### src/rtl/pix_pkg.sv
package pix_pkg;
  localparam int PIX_AW = 20;
  localparam int BYTE_W = 8;

  typedef enum logic [1:0] {
    ST_IDLE   = 2'd0,
    ST_READ   = 2'd1,
    ST_FINISH = 2'd2
  } seq_state_t;

  typedef enum logic {
    FMT_4BPP = 1'b0,
    FMT_2BPP = 1'b1
  } pix_fmt_t;
endpackage

### src/rtl/pix_addr_map.sv
module pix_addr_map
  import pix_pkg::*;
#(
  parameter int RAM_AW = 10
) (
  input  logic [PIX_AW-1:0] pix_addr,
  input  pix_fmt_t          fmt,
  output logic [RAM_AW-1:0] byte_addr,
  output logic [BYTE_W-1:0] field_mask,
  output logic [2:0]        field_shift
);
  localparam logic [BYTE_W-1:0] MASK4 = 8'h0F;
  localparam logic [BYTE_W-1:0] MASK2 = 8'h03;

  logic unused_hi;
  assign unused_hi = ^pix_addr;

  always_comb begin
    if (fmt == FMT_4BPP) begin
      byte_addr   = pix_addr[RAM_AW:1];
      field_shift = {pix_addr[0], 2'b00};
      field_mask  = MASK4 << field_shift;
    end else begin
      byte_addr   = pix_addr[RAM_AW+1:2];
      field_shift = {pix_addr[1:0], 1'b0};
      field_mask  = MASK2 << field_shift;
    end
  end

  initial begin
    assert (RAM_AW + 2 <= PIX_AW) else $error("RAM_AW too wide for pixel address");
  end
endmodule

### src/rtl/pix_field.sv
module pix_field
  import pix_pkg::*;
(
  input  logic [BYTE_W-1:0] old_byte,
  input  logic [BYTE_W-1:0] new_data,
  input  logic [BYTE_W-1:0] field_mask,
  input  logic [2:0]        field_shift,
  output logic [BYTE_W-1:0] merged,
  output logic [BYTE_W-1:0] extracted
);
  logic [BYTE_W-1:0] placed;

  assign placed    = new_data << field_shift;
  assign extracted = (old_byte & field_mask) >> field_shift;

  for (genvar b = 0; b < BYTE_W; b++) begin : g_bit
    assign merged[b] = field_mask[b] ? placed[b] : old_byte[b];
  end
endmodule

### src/rtl/pix_seq.sv
module pix_seq
  import pix_pkg::*;
(
  input  logic clk,
  input  logic rst_n,
  input  logic req_valid,
  input  logic req_write,
  output logic req_ready,
  output logic accept,
  output logic in_read,
  output logic in_finish,
  output logic write_q
);
  seq_state_t state;

  assign req_ready = (state == ST_IDLE);
  assign accept    = req_valid && req_ready;
  assign in_read   = (state == ST_READ);
  assign in_finish = (state == ST_FINISH);

  always_ff @(posedge clk) begin
    if (!rst_n) begin
      state   <= ST_IDLE;
      write_q <= 1'b0;
    end else begin
      unique case (state)
        ST_IDLE: if (accept) begin
          state   <= ST_READ;
          write_q <= req_write;
        end
        ST_READ:   state <= ST_FINISH;
        ST_FINISH: state <= ST_IDLE;
        default:   state <= ST_IDLE;
      endcase
    end
  end

  p_finish_after_read_r8: assert property (@(posedge clk) disable iff (!rst_n)
    in_read |=> in_finish);
  p_state_legal_r7: assert property (@(posedge clk) disable iff (!rst_n)
    $onehot0({req_ready, in_read, in_finish}) && (req_ready || in_read || in_finish));
endmodule

### src/rtl/pix_ram_adapter.sv
module pix_ram_adapter
  import pix_pkg::*;
#(
  parameter int RAM_AW = 10
) (
  input  logic              clk,
  input  logic              rst_n,
  input  logic              req_valid,
  output logic              req_ready,
  input  logic              req_write,
  input  logic              req_fmt,
  input  logic [19:0]       req_addr,
  input  logic [7:0]        req_wdata,
  output logic              busy,
  output logic              rsp_valid,
  output logic [7:0]        rsp_rdata,
  output logic              ram_en,
  output logic              ram_we,
  output logic [RAM_AW-1:0] ram_addr,
  output logic [7:0]        ram_wdata,
  input  logic [7:0]        ram_rdata
);
  logic              accept, in_read, in_finish, write_q;
  logic [PIX_AW-1:0] addr_q;
  logic [BYTE_W-1:0] wdata_q;
  pix_fmt_t          fmt_q;
  logic [BYTE_W-1:0] field_mask, merged, extracted;
  logic [2:0]        field_shift;

  pix_seq u_seq (
    .clk       (clk),
    .rst_n     (rst_n),
    .req_valid (req_valid),
    .req_write (req_write),
    .req_ready (req_ready),
    .accept    (accept),
    .in_read   (in_read),
    .in_finish (in_finish),
    .write_q   (write_q)
  );

  always_ff @(posedge clk) begin
    if (!rst_n) begin
      addr_q  <= '0;
      wdata_q <= '0;
      fmt_q   <= FMT_4BPP;
    end else if (accept) begin
      addr_q  <= req_addr;
      wdata_q <= req_wdata;
      fmt_q   <= pix_fmt_t'(req_fmt);
    end
  end

  pix_addr_map #(.RAM_AW(RAM_AW)) u_map (
    .pix_addr    (addr_q),
    .fmt         (fmt_q),
    .byte_addr   (ram_addr),
    .field_mask  (field_mask),
    .field_shift (field_shift)
  );

  pix_field u_field (
    .old_byte    (ram_rdata),
    .new_data    (wdata_q),
    .field_mask  (field_mask),
    .field_shift (field_shift),
    .merged      (merged),
    .extracted   (extracted)
  );

  assign busy      = in_read || in_finish;
  assign ram_we    = in_finish && write_q;
  assign ram_en    = in_read || ram_we;
  assign ram_wdata = merged;
  assign rsp_valid = in_finish;
  assign rsp_rdata = in_finish ? extracted : '0;

  p_accept_reads_r6: assert property (@(posedge clk) disable iff (!rst_n)
    (req_valid && req_ready) |=> (ram_en && !ram_we && busy));
  p_write_after_read_r6: assert property (@(posedge clk) disable iff (!rst_n)
    ram_we |-> $past(ram_en && !ram_we));
  p_done_single_r8: assert property (@(posedge clk) disable iff (!rst_n)
    rsp_valid |=> (!rsp_valid && req_ready));
  p_fmt_held_r9: assert property (@(posedge clk) disable iff (!rst_n)
    (busy && $past(busy)) |-> $stable(fmt_q));
  p_keep_neighbours_r3: assert property (@(posedge clk) disable iff (!rst_n)
    ram_we |-> (((ram_wdata ^ ram_rdata) & ~field_mask) == 8'h00));
  p_zext_r5: assert property (@(posedge clk) disable iff (!rst_n)
    rsp_valid |-> ((fmt_q == FMT_2BPP) ? (rsp_rdata[7:2] == 6'd0) : (rsp_rdata[7:4] == 4'd0)));
  p_idle_quiet_r10: assert property (@(posedge clk) disable iff (!rst_n)
    !busy |-> !ram_en);
endmodule

### config.mk
export PLATFORM = sky130hd
export DESIGN_NAME = pix_ram_adapter
export DESIGN_NICKNAME = d
export VERILOG_FILES = /design/src/rtl/pix_pkg.sv /design/src/rtl/pix_addr_map.sv /design/src/rtl/pix_field.sv /design/src/rtl/pix_seq.sv /design/src/rtl/pix_ram_adapter.sv
export SDC_FILE = /design/constraint.sdc
export NUM_CORES = 1
export LEC_CHECK = 0
export BUFFER_PORTS_ARGS = -buffer_cell sky130_fd_sc_hd__clkbuf_2
export CAP_MARGIN = 0
export CELL_PAD_IN_SITES_DETAIL_PLACEMENT = 0
export CELL_PAD_IN_SITES_GLOBAL_PLACEMENT = 2
export CORE_ASPECT_RATIO = 1.75
export CORE_MARGIN = 8
export CORE_UTILIZATION = 21
export CTS_CLUSTER_SIZE = 8
export DETAILED_ROUTE_END_ITERATION = 6
export GPL_ROUTABILITY_DRIVEN = 0
export PLACE_DENSITY_LB_ADDON = 0.15
export SLEW_MARGIN = 20
export SYNTH_ARGS = -nofsm -noshare
export SYNTH_HDL_FRONTEND = slang
export SYNTH_SLANG_ARGS = --single-unit
### constraint.sdc
create_clock -name clk -period 1.4 [get_ports clk]
set_clock_uncertainty 0.15 [all_clocks]
set_input_delay 0.28 -clock clk [delete_from_list [all_inputs] [get_ports clk]]
set_output_delay 0.28 -clock clk [all_outputs]
set_load 0.02 [all_outputs]
==> metrics.cfg <==
[grt]
gr-total-overflow = 0
grt_antenna_before_repair = 0
grt_use_total_pct = 10.04
first_global_vias = 1462
grt_max_degree = 21
grt_pass1_wl_um = 6996

[setup_path]
cp-end-kind = output pin
critPathMaxStageDelay_ns = 0.38
crit_fanout = 7
cp_slowest_cell = dfxtp_4
path_class = register to output pin
arrival_ns = 1.43
cp_common_cell = buf_6
startpoint_type = register
crit_chain = buf_6 -> nand2b_4 -> buf_6 -> nor2_4 -> a311oi_4 -> clkbuf_8
cp_top_family = buffers and inverters
cp.required_ns = 0.97
crit_buf_inv = 3

[logic_synthesis]
synth_top_area_share_pct = 30.65
avgSynthCellArea_um2 = 8.215
synth_area_mm2 = 0.001306
synth.ff_latch_count = 20
synth.distinct_cells = 27
synth-seq-area-share_pct = 30.65
netlist_instances = 159
yosysWarningCount = 0
synth_area_leaders = dfxtp_1 31%, nand2_1 13%, mux2_2 10%
synth_top_area_cell = dfxtp_1

[cts]
insertion_delay_ns = 0.25
clock_path_buffers = 2
cts_sinks = 20
clkTransAtPathRegs_ns = 0.07
cts-root-buf = clkbuf_8
cts_inserted_buffers = 3
cts_max_level = 1
cts_tree = yes

[floorplan]
die_w_um = 75.62
dieArea_mm2 = 0.009100
initial_core_util_pct = 21.30
die_y_um = 120.3
io-pin-count = 72
std_cell_rows = 38
design.core.area_mm2 = 0.006133

[status]
status = finished with violations
violations = negative setup slack

[worst_hold_path]
min-delay-path-class = input pin to register

[sta]
report.final.setup_viol = 46
setup_slack_ns = -0.4599
hold_viol = 0
fmax_mhz = 537.7
fin_crit_ns = 1.860
min_period_over_period_pct = 132.8
rsz0062_at_grt = yes
slew_viol_final = 0

[detailed_routing]
ant_nets = 0
vias_per_cell = 4.304
first_pass_iters = 4
drc = 0
drt_iter0_drc = 31
route.final.wire_length_um = 4676
vias = 1386
wl_per_cell_um = 14.52

[place]
dpl_cell_area_mm2 = 0.001878
io_buffers = 55
hpwl_um = 3603

[final_layout]
layout_common_cells = 35 x nand2_1, 33 x clkbuf_2, 30 x buf_6
final_cell_area_mm2 = 0.002445
drive_gt1_share_pct = 64.88
antenna_cells = 0
area_growth_pct = 87.16
final_common_cell = nand2_1
fin_nets = 288
finish.utilization_pct = 39.86

[power]
p_sw_w = 0.0008300
p_per_area_mw_per_mm2 = 976.6
internal-power_w = 0.001558
comb_power_share_pct = 52.5
swShare_pct = 34.76
cellLeakagePower_nw = 1.079
peakVddDrop_mv = 0.6671
power.share.sequential_pct = 29.1
p_clk_share_pct = 18.4

[flow_run]
cap_viol_max_count = 0

[worst paths after layout]
check	startpoint	to	slack [ns]	cells after the start
setup reg to reg	u_seq.state[0]$_SDFFE_PN0P_	fmt_q$_SDFFE_PN0P_	-0.06	8
setup / recovery	addr_q[0]$_SDFFE_PN0P_	rsp_rdata[0]	-0.46	6
hold reg to reg	addr_q[11]$_SDFFE_PN0P_	addr_q[11]$_SDFFE_PN0P_	0.31	2
hold / removal	req_addr[11]	addr_q[11]$_SDFFE_PN0P_	0.08	3
[per-stage QoR]
| step | setup slack, ns | TNS (ns) | instances | hold slack [ns] | total power (W) |
|---|---|---|---|---|---|
| 2_1_floorplan | -0.1269 | -0.5534 | 162 | 0.2648 | 0.001279 |
| 3_5_place_dp | -0.3139 | -6.830 | 305 | 0.3125 | 0.001570 |
| 5_1_grt | -0.5368 | -12.13 | 322 | 0.08347 | 0.002531 |
| 3_3_place_gp | -0.2985 | -5.149 | 305 | 0.3014 | 0.001558 |
| 6_report | -0.4599 | -9.444 | 322 | 0.08480 | 0.002388 |
| 4_1_cts | -0.4733 | -9.398 | 314 | 0.08812 | 0.002190 |
[routing by layer]
metal	GRT usage, %	part of all wire (%)
met5	0	0
met4	3.632	1.1
met3	2.570	6.8
met2	20.32	59
met1	8.573	33
[logic make-up (layout without fill, tap and decap cells)]
logic type	Yosys count	count (layout)	share of synthesized area (%)
AO/OA/AOI/OAI	34	34	18.58
adder cells (fa/ha/maj)	4	4	3.832
buffers and inverters	18	98	9.100
flip-flops	20	20	30.65
multiplexers	20	20	16.48
other	1	4	0.2871
AND/OR/NAND/NOR	62	62	21.07
[power by group through the flow]
stage	logic, W	clock network (W)	registers (W)
2_1_floorplan	0.000603	0	0.000676
3_3_place_gp	0.000863	0	0.000695
3_5_place_dp	0.000871	0	0.000699
4_1_cts	0.00105	0.000454	0.000689
5_1_grt	0.00134	0.000485	0.000704
6_report	0.00125	0.000440	0.000695
[registers in the layout, summed over array words and instances (netlist names)]
register	count
addr_q	12
fmt_q	1
wdata_q	4
u_seq.state	2
u_seq.write_q	1
[worst reg2reg max path: stages (launching register included)]
cell and delay, ns:
dfxtp_2 0.33, inv_2 0.05, buf_6 0.11, buf_6 0.11
ha_4 0.17, and2_4 0.18, buf_6 0.14, nand2_1 0.07
a21boi_1 0.05
[synthesized netlist by cell type (all sizes together)]
library cell / count
a211oi: 2
a21boi: 18
a21o: 1
a21oi: 5
a311oi: 2
and2: 2
buf: 14
clkbuf: 2
conb: 1
dfxtp: 20
ha: 4
inv: 2
mux2: 12
mux2i: 8
nand2: 45
nand2b: 4
nand3b: 2
nor2: 4
nor2b: 4
o221ai: 2
o22ai: 4
or2: 1
[repair_timing]
item / 4_1_cts / 5_1_grt
setup buffers: 4 / 8
endpoints found under the hold margin: 0 / 0
pin swaps: 10 / 5
setup endpoints to repair: 47 / 47
hold buffers: 0 / 0
cloned: 1 / 0
resized for setup: 57 / 83
[area by class of cell]
class,count,area [µm²]
fill,645,3689
inverter,2,10.01
multi-input combinational,124,1061
tap,80,100.1
sequential,20,416.7
timing repair buffer,92,802.0
clock buffer,4,55.05
Power figures use the tool's default switching activity.
